===== src/rtl/snan_quiet_pkg.sv =====
package snan_quiet_pkg;
  typedef enum logic [2:0] {
    FC_ZERO = 3'd0,
    FC_SUB  = 3'd1,
    FC_NORM = 3'd2,
    FC_INF  = 3'd3,
    FC_NAN  = 3'd4
  } fclass_e;
endpackage


===== src/rtl/snan_class_decode.sv =====
module snan_class_decode
  import snan_quiet_pkg::*;
#(
  parameter int EXP_W  = 8,
  parameter int FRAC_W = 23,
  localparam int WORD_W = 1 + EXP_W + FRAC_W
) (
  input  logic [WORD_W-1:0] word_i,
  output fclass_e           cls_o
);
  logic [EXP_W-1:0]  exp_f;
  logic [FRAC_W-1:0] frac_f;
  logic exp_ones, exp_zero, frac_zero;

  assign exp_f     = word_i[FRAC_W +: EXP_W];
  assign frac_f    = word_i[FRAC_W-1:0];
  assign exp_ones  = &exp_f;
  assign exp_zero  = ~|exp_f;
  assign frac_zero = ~|frac_f;

  always_comb begin
    if (exp_ones)      cls_o = frac_zero ? FC_INF  : FC_NAN;
    else if (exp_zero) cls_o = frac_zero ? FC_ZERO : FC_SUB;
    else               cls_o = FC_NORM;
  end
endmodule


===== src/rtl/snan_quieter.sv =====
module snan_quieter #(
  parameter int EXP_W  = 8,
  parameter int FRAC_W = 23,
  localparam int WORD_W = 1 + EXP_W + FRAC_W,
  localparam int QBIT   = FRAC_W - 1,
  localparam int RBIT   = FRAC_W - 2
) (
  input  logic [WORD_W-1:0] word_i,
  input  logic              is_nan_i,
  input  logic              mode_new_i,
  output logic              snan_o,
  output logic [WORD_W-1:0] word_o
);
  logic [WORD_W-1:0] q_mask;
  logic [WORD_W-1:0] r_mask;
  logic [WORD_W-1:0] set_form;
  logic [WORD_W-1:0] clr_form;
  logic [WORD_W-1:0] legacy_form;

  assign q_mask = WORD_W'(1) << QBIT;
  assign r_mask = WORD_W'(1) << RBIT;

  assign snan_o = is_nan_i & (mode_new_i ^ word_i[QBIT]);

  assign set_form = word_i | q_mask;
  assign clr_form = word_i & ~q_mask;

  // Clearing the indicator may empty the fraction; keep the value a NaN.
  always_comb begin
    if (clr_form[FRAC_W-1:0] == '0) legacy_form = clr_form | r_mask;
    else                            legacy_form = clr_form;
  end

  always_comb begin
    if (!snan_o)        word_o = word_i;
    else if (mode_new_i) word_o = set_form;
    else                 word_o = legacy_form;
  end
endmodule


===== src/rtl/snan_quiet_unit.sv =====
module snan_quiet_unit
  import snan_quiet_pkg::*;
#(
  parameter int EXP_W  = 8,
  parameter int FRAC_W = 23
) (
  input  logic                        clk,
  input  logic                        rst,
  input  logic [EXP_W+FRAC_W:0]       op_i,
  input  logic                        mode_new_i,
  output logic                        nan_o,
  output logic                        snan_o,
  output logic [EXP_W+FRAC_W:0]       quiet_o,
  output logic                        invalid_o
);
  localparam int WORD_W = 1 + EXP_W + FRAC_W;

  fclass_e           cls;
  logic              is_nan_c;
  logic              snan_c;
  logic [WORD_W-1:0] word_c;

  snan_class_decode #(.EXP_W(EXP_W), .FRAC_W(FRAC_W)) u_decode (
    .word_i (op_i),
    .cls_o  (cls)
  );

  assign is_nan_c = (cls == FC_NAN);

  snan_quieter #(.EXP_W(EXP_W), .FRAC_W(FRAC_W)) u_quiet (
    .word_i     (op_i),
    .is_nan_i   (is_nan_c),
    .mode_new_i (mode_new_i),
    .snan_o     (snan_c),
    .word_o     (word_c)
  );

  always_ff @(posedge clk) begin
    if (rst) begin
      nan_o     <= 1'b0;
      snan_o    <= 1'b0;
      quiet_o   <= '0;
      invalid_o <= 1'b0;
    end else begin
      nan_o     <= is_nan_c;
      snan_o    <= snan_c;
      quiet_o   <= word_c;
      invalid_o <= snan_c;
    end
  end
endmodule


===== config.mk =====
export PLATFORM = sky130hd
export DESIGN_NAME = snan_quiet_unit
export DESIGN_NICKNAME = d
export VERILOG_FILES = /design/src/rtl/snan_quiet_pkg.sv /design/src/rtl/snan_class_decode.sv /design/src/rtl/snan_quieter.sv /design/src/rtl/snan_quiet_unit.sv
export SDC_FILE = /design/constraint.sdc
export NUM_CORES = 1
export LEC_CHECK = 0
export BUFFER_PORTS_ARGS = -buffer_cell sky130_fd_sc_hd__buf_2
export CAP_MARGIN = 20
export CORE_MARGIN = 2
export CORE_UTILIZATION = 50
export CTS_BUF_LIST = sky130_fd_sc_hd__clkbuf_2
export CTS_CLUSTER_DIAMETER = 50
export DETAILED_ROUTE_END_ITERATION = 12
export PLACE_DENSITY = 0.87
export SYNTH_ARGS = -nofsm -noshare
export SYNTH_HDL_FRONTEND = slang
export SYNTH_HIERARCHICAL = 1
export SYNTH_SLANG_ARGS = --single-unit

===== constraint.sdc =====
create_clock -name clk -period 3.3 [get_ports clk]
set_input_delay 0.66 -clock clk [delete_from_list [all_inputs] [get_ports clk]]
set_output_delay 0.66 -clock clk [all_outputs]
set_load 0.02 [all_outputs]

==> impl_metrics.sql <==
INSERT INTO impl_metrics (metric_group, metric, value, unit) VALUES
('final_layout', 'finalNetCount', '209', ''),
('clock_tree', 'cts_tree', 'done', ''),
('worst_setup_path', 'slowest_stage', 'sky130_fd_sc_hd__mux2_2', ''),
('final_layout', 'layout_commonest_cell', 'sky130_fd_sc_hd__buf_2', ''),
('placement', 'dp_slack', '0.810', 'ns'),
('sta', 'period_share', '64.6', '%'),
('clock_tree', 'clock-sinks', '34', ''),
('clock_tree', 'total_clock_buffers_created_by_cts', '5', ''),
('sta', 'rsz0062_at_grt', 'false', ''),
('grt', 'vias_in_the_first_global_route', '982', ''),
('drt', 'drt_pre_antenna_iters', '4', ''),
('sta', 'final_max_tran_viols', '0', ''),
('synth', 'synth_cell_type_count', '22', ''),
('run_status', 'run_status', 'finished, final reports clean', ''),
('grt', 'grt_start_max_net_pins', '35', ''),
('synth', 'synth_cells', '132', ''),
('sta', 'pnr_worst_setup_slack', '1.17', 'ns'),
('clock_tree', 'htree_num_levels', '2', ''),
('drt', 'postRouteAntennaNets', '0', ''),
('grt', 'antenna_violations_before_repair', '0', ''),
('clock_tree', 'clock-root-buffer', 'sky130_fd_sc_hd__clkbuf_2', ''),
('sta', 'post-route-min-period', '2.13', 'ns'),
('drt', 'post-route-drc-count', '0', ''),
('floorplanning', 'fp.dieW', '56.7', 'microns'),
('flow_run', 'max-cap-violations', '0', ''),
('worst_setup_path', 'critPathArrivalTime', '2.36', 'ns'),
('drt', 'detail_route.iter0.violations', '17', ''),
('pwr', 'total_power_density_per_cell_area', '455', 'nW/um^2'),
('final_layout', 'finalInstanceArea', '1550', 'sq um'),
('drt', 'num_vias', '968', ''),
('worst_setup_path', 'worst-setup-path-type', 'in2reg', ''),
('floorplanning', 'floorplan.die.height', '56.7', 'microns'),
('floorplanning', 'placeableCoreArea', '2690', 'sq um'),
('floorplanning', 'floorplan.die_area', '3210', 'sq um'),
('final_layout', 'drive_above_1_share', '47.4', '%'),
('synth', 'mapped_cell_area', '1390', 'sq um'),
('sta', 'hold_viol_final', '0', ''),
('worst_setup_path', 'crit_path_max_incr_delay', '0.36', 'ns'),
('clock_tree', 'cts_repair_resize_count', '0', ''),
('synth', 'number_of_nets_in_the_synthesized_netlist', '167', ''),
('worst_setup_path', 'end_kind', 'flop', ''),
('final_layout', 'most-common-layout-cells', 'sky130_fd_sc_hd__buf_2, sky130_fd_sc_hd__dfxtp_1, sky130_fd_sc_hd__nor2b_1', ''),
('floorplanning', 'row_count', '19', ''),
('placement', 'place.detailed.hpwl', '2060', 'microns'),
('grt', 'track_usage', '17.3', '%'),
('final_layout', 'antenna_cells_inserted', '0', ''),
('floorplanning', 'i_o_pin_total', '70', ''),
('sta', 'max_clock_freq', '0.469', 'GHz'),
('sta', 'setup_viol', '0', ''),
('sta', 'holdWs', '0.522', 'ns'),
('synth', 'sequential_fraction_of_the_synthesis_area', '49.1', '%'),
('placement', 'place.port_buffers', '69', ''),
('worst_setup_path', 'cp_cell_sequence', 'buf_2 -> nor4_1 -> nand2_1 -> nor2_2 -> mux2i_1 -> nor3b_1 -> mux2_2 -> nor2b_1', ''),
('worst_setup_path', 'critPathLaunchType', 'primary input', ''),
('worst_setup_path', 'cp_data_required_time', '3.53', 'ns'),
('synth', 'post_synth.cell_area_avg', '10.5', 'sq um'),
('drt', 'finalWirelength', '2580', 'microns'),
('worst_setup_path', 'cpLargestDelayFamily', 'simple AND/OR/NAND/NOR gates', ''),
('worst_setup_path', 'timing.critical_path.buf_inv', '1', ''),
('pwr', 'worst_ir_drop_vdd', '294', 'uV'),
('drt', 'route.detailed.vias_per_inst', '4.75', ''),
('sta', 'relSlewSlack', '60.4', '%'),
('placement', 'placement.cell_area', '1520', 'sq um'),
('final_layout', 'area.growth.synth_to_final', '11.5', '%'),
('hold_path', 'min_path_type', 'in2reg', ''),
('clock_tree', 'clock_path_buffers', '2', ''),
('synth', 'postSynthRegisterBits', '34', ''),
('clock_tree', 'hold_buffers', '0', ''),
('sta', 'setup-tns-final', '0', 'ns'),
('worst_setup_path', 'critPathMaxFanout', '3', ''),
('grt', 'globalRouteOverflowTotal', '0', ''),
('sta', 'measured_slew_at_the_worst_slew_check_pin', '0.594', 'ns'),
('grt', 'grt_first_pass_wirelength', '4170', 'microns'),
('placement', 'finalWeightedCongestion', '0.779', ''),
('final_layout', 'fin_util', '57.5', '%'),
('clock_tree', 'post_cts.repair.setup_buffers', '0', ''),
('drt', 'post_drt_wl_per_cell', '12.7', 'microns'),
('pwr', 'cellLeakagePower', '0.723', 'nW'),
('clock_tree', 'reg_clk_slew_reported_paths', '0.15', 'ns'),
('floorplanning', 'floorplan.initialDensity', '51.6', '%'),
('synth', 'synth.yosys.warnings', '6', '');
==> per-stage QoR <==
step | power, mW | std cells
2_1_floorplan | 0.521 | 132
3_3_place_gp | 0.547 | 198
3_5_place_dp | 0.551 | 198
4_1_cts | 0.715 | 204
5_1_grt | 0.739 | 204
6_report | 0.703 | 204
==> cells in the mapped netlist <==
master | number | area [sq um]
sky130_fd_sc_hd__nor4_1 | 8 | 50.1
sky130_fd_sc_hd__mux2_2 | 1 | 11.3
sky130_fd_sc_hd__xor2_1 | 1 | 8.76
sky130_fd_sc_hd__buf_2 | 2 | 10.0
sky130_fd_sc_hd__mux2i_1 | 1 | 10.0
sky130_fd_sc_hd__or2_2 | 1 | 6.26
sky130_fd_sc_hd__a41o_1 | 1 | 10.0
sky130_fd_sc_hd__nand4_1 | 3 | 18.8
sky130_fd_sc_hd__nor2_1 | 2 | 7.51
sky130_fd_sc_hd__buf_4 | 31 | 233
sky130_fd_sc_hd__nor4b_4 | 1 | 23.8
sky130_fd_sc_hd__nand2_1 | 2 | 7.51
sky130_fd_sc_hd__and2_1 | 1 | 6.26
sky130_fd_sc_hd__and4_1 | 1 | 8.76
sky130_fd_sc_hd__nor2_2 | 1 | 6.26
sky130_fd_sc_hd__buf_6 | 1 | 11.3
sky130_fd_sc_hd__nor4_2 | 4 | 50.1
sky130_fd_sc_hd__nor2b_1 | 33 | 206
sky130_fd_sc_hd__dfxtp_1 | 34 | 681
sky130_fd_sc_hd__nor3b_1 | 1 | 7.51
sky130_fd_sc_hd__o21a_1 | 1 | 7.51
sky130_fd_sc_hd__nor3_1 | 1 | 5.00
==> cells by family (layout without fill, tap and decap cells) <==
logic type             after synthesis  count (layout)  share of synthesized area (%)
AO/OA/AOI/OAI                        2               2                           1.26
buffers and inverters               34              75                           18.3
AND/OR/NAND/NOR                     59              59                           29.2
flip-flops                          34              34                           49.1
multiplexers                         2               2                           1.53
XOR/XNOR                             1               1                          0.632
==> worst paths after layout <==
kind,from,to,slack [ns],cells past startpoint
worst max-delay path,op_i[4],quiet_o[22],1.17,8
worst min-delay path,op_i[31],quiet_o[31],0.52,2
==> flip-flops by register name (all words and copies together) (netlist names) <==
register	count
nan_o	1
invalid_o	1
quiet_o	32
==> report_power, final <==
group	total, mW	switching [mW]	internal (mW)
logic	0.105	0.0625	0.0423
clock network	0.162	0.120	0.0422
registers	0.436	0.00447	0.431
total	0.703	0.187	0.516
==> final cells by class <==
type                            count  area, sq um
Fill cell                         249         1140
Sequential cell                    34          681
Multi-Input combinational cell     64          452
Timing Repair Buffer               69          345
Tap cell                           31         38.8
Clock buffer                        5         25.0
Clock inverter                      1         3.75
==> metal layers <==
| layer | vias to the layer above | track usage (%) | routed length (microns) |
|---|---|---|---|
| met5 | - | 0 | 0 |
| met4 | 0 | 9.18 | 43 |
| met3 | 5 | 5.30 | 163 |
| met2 | 36 | 31.7 | 1350 |
| met1 | 437 | 17.2 | 1020 |
| li1 | 490 | - | - |
No activity file was read; power rests on OpenSTA's default activity.
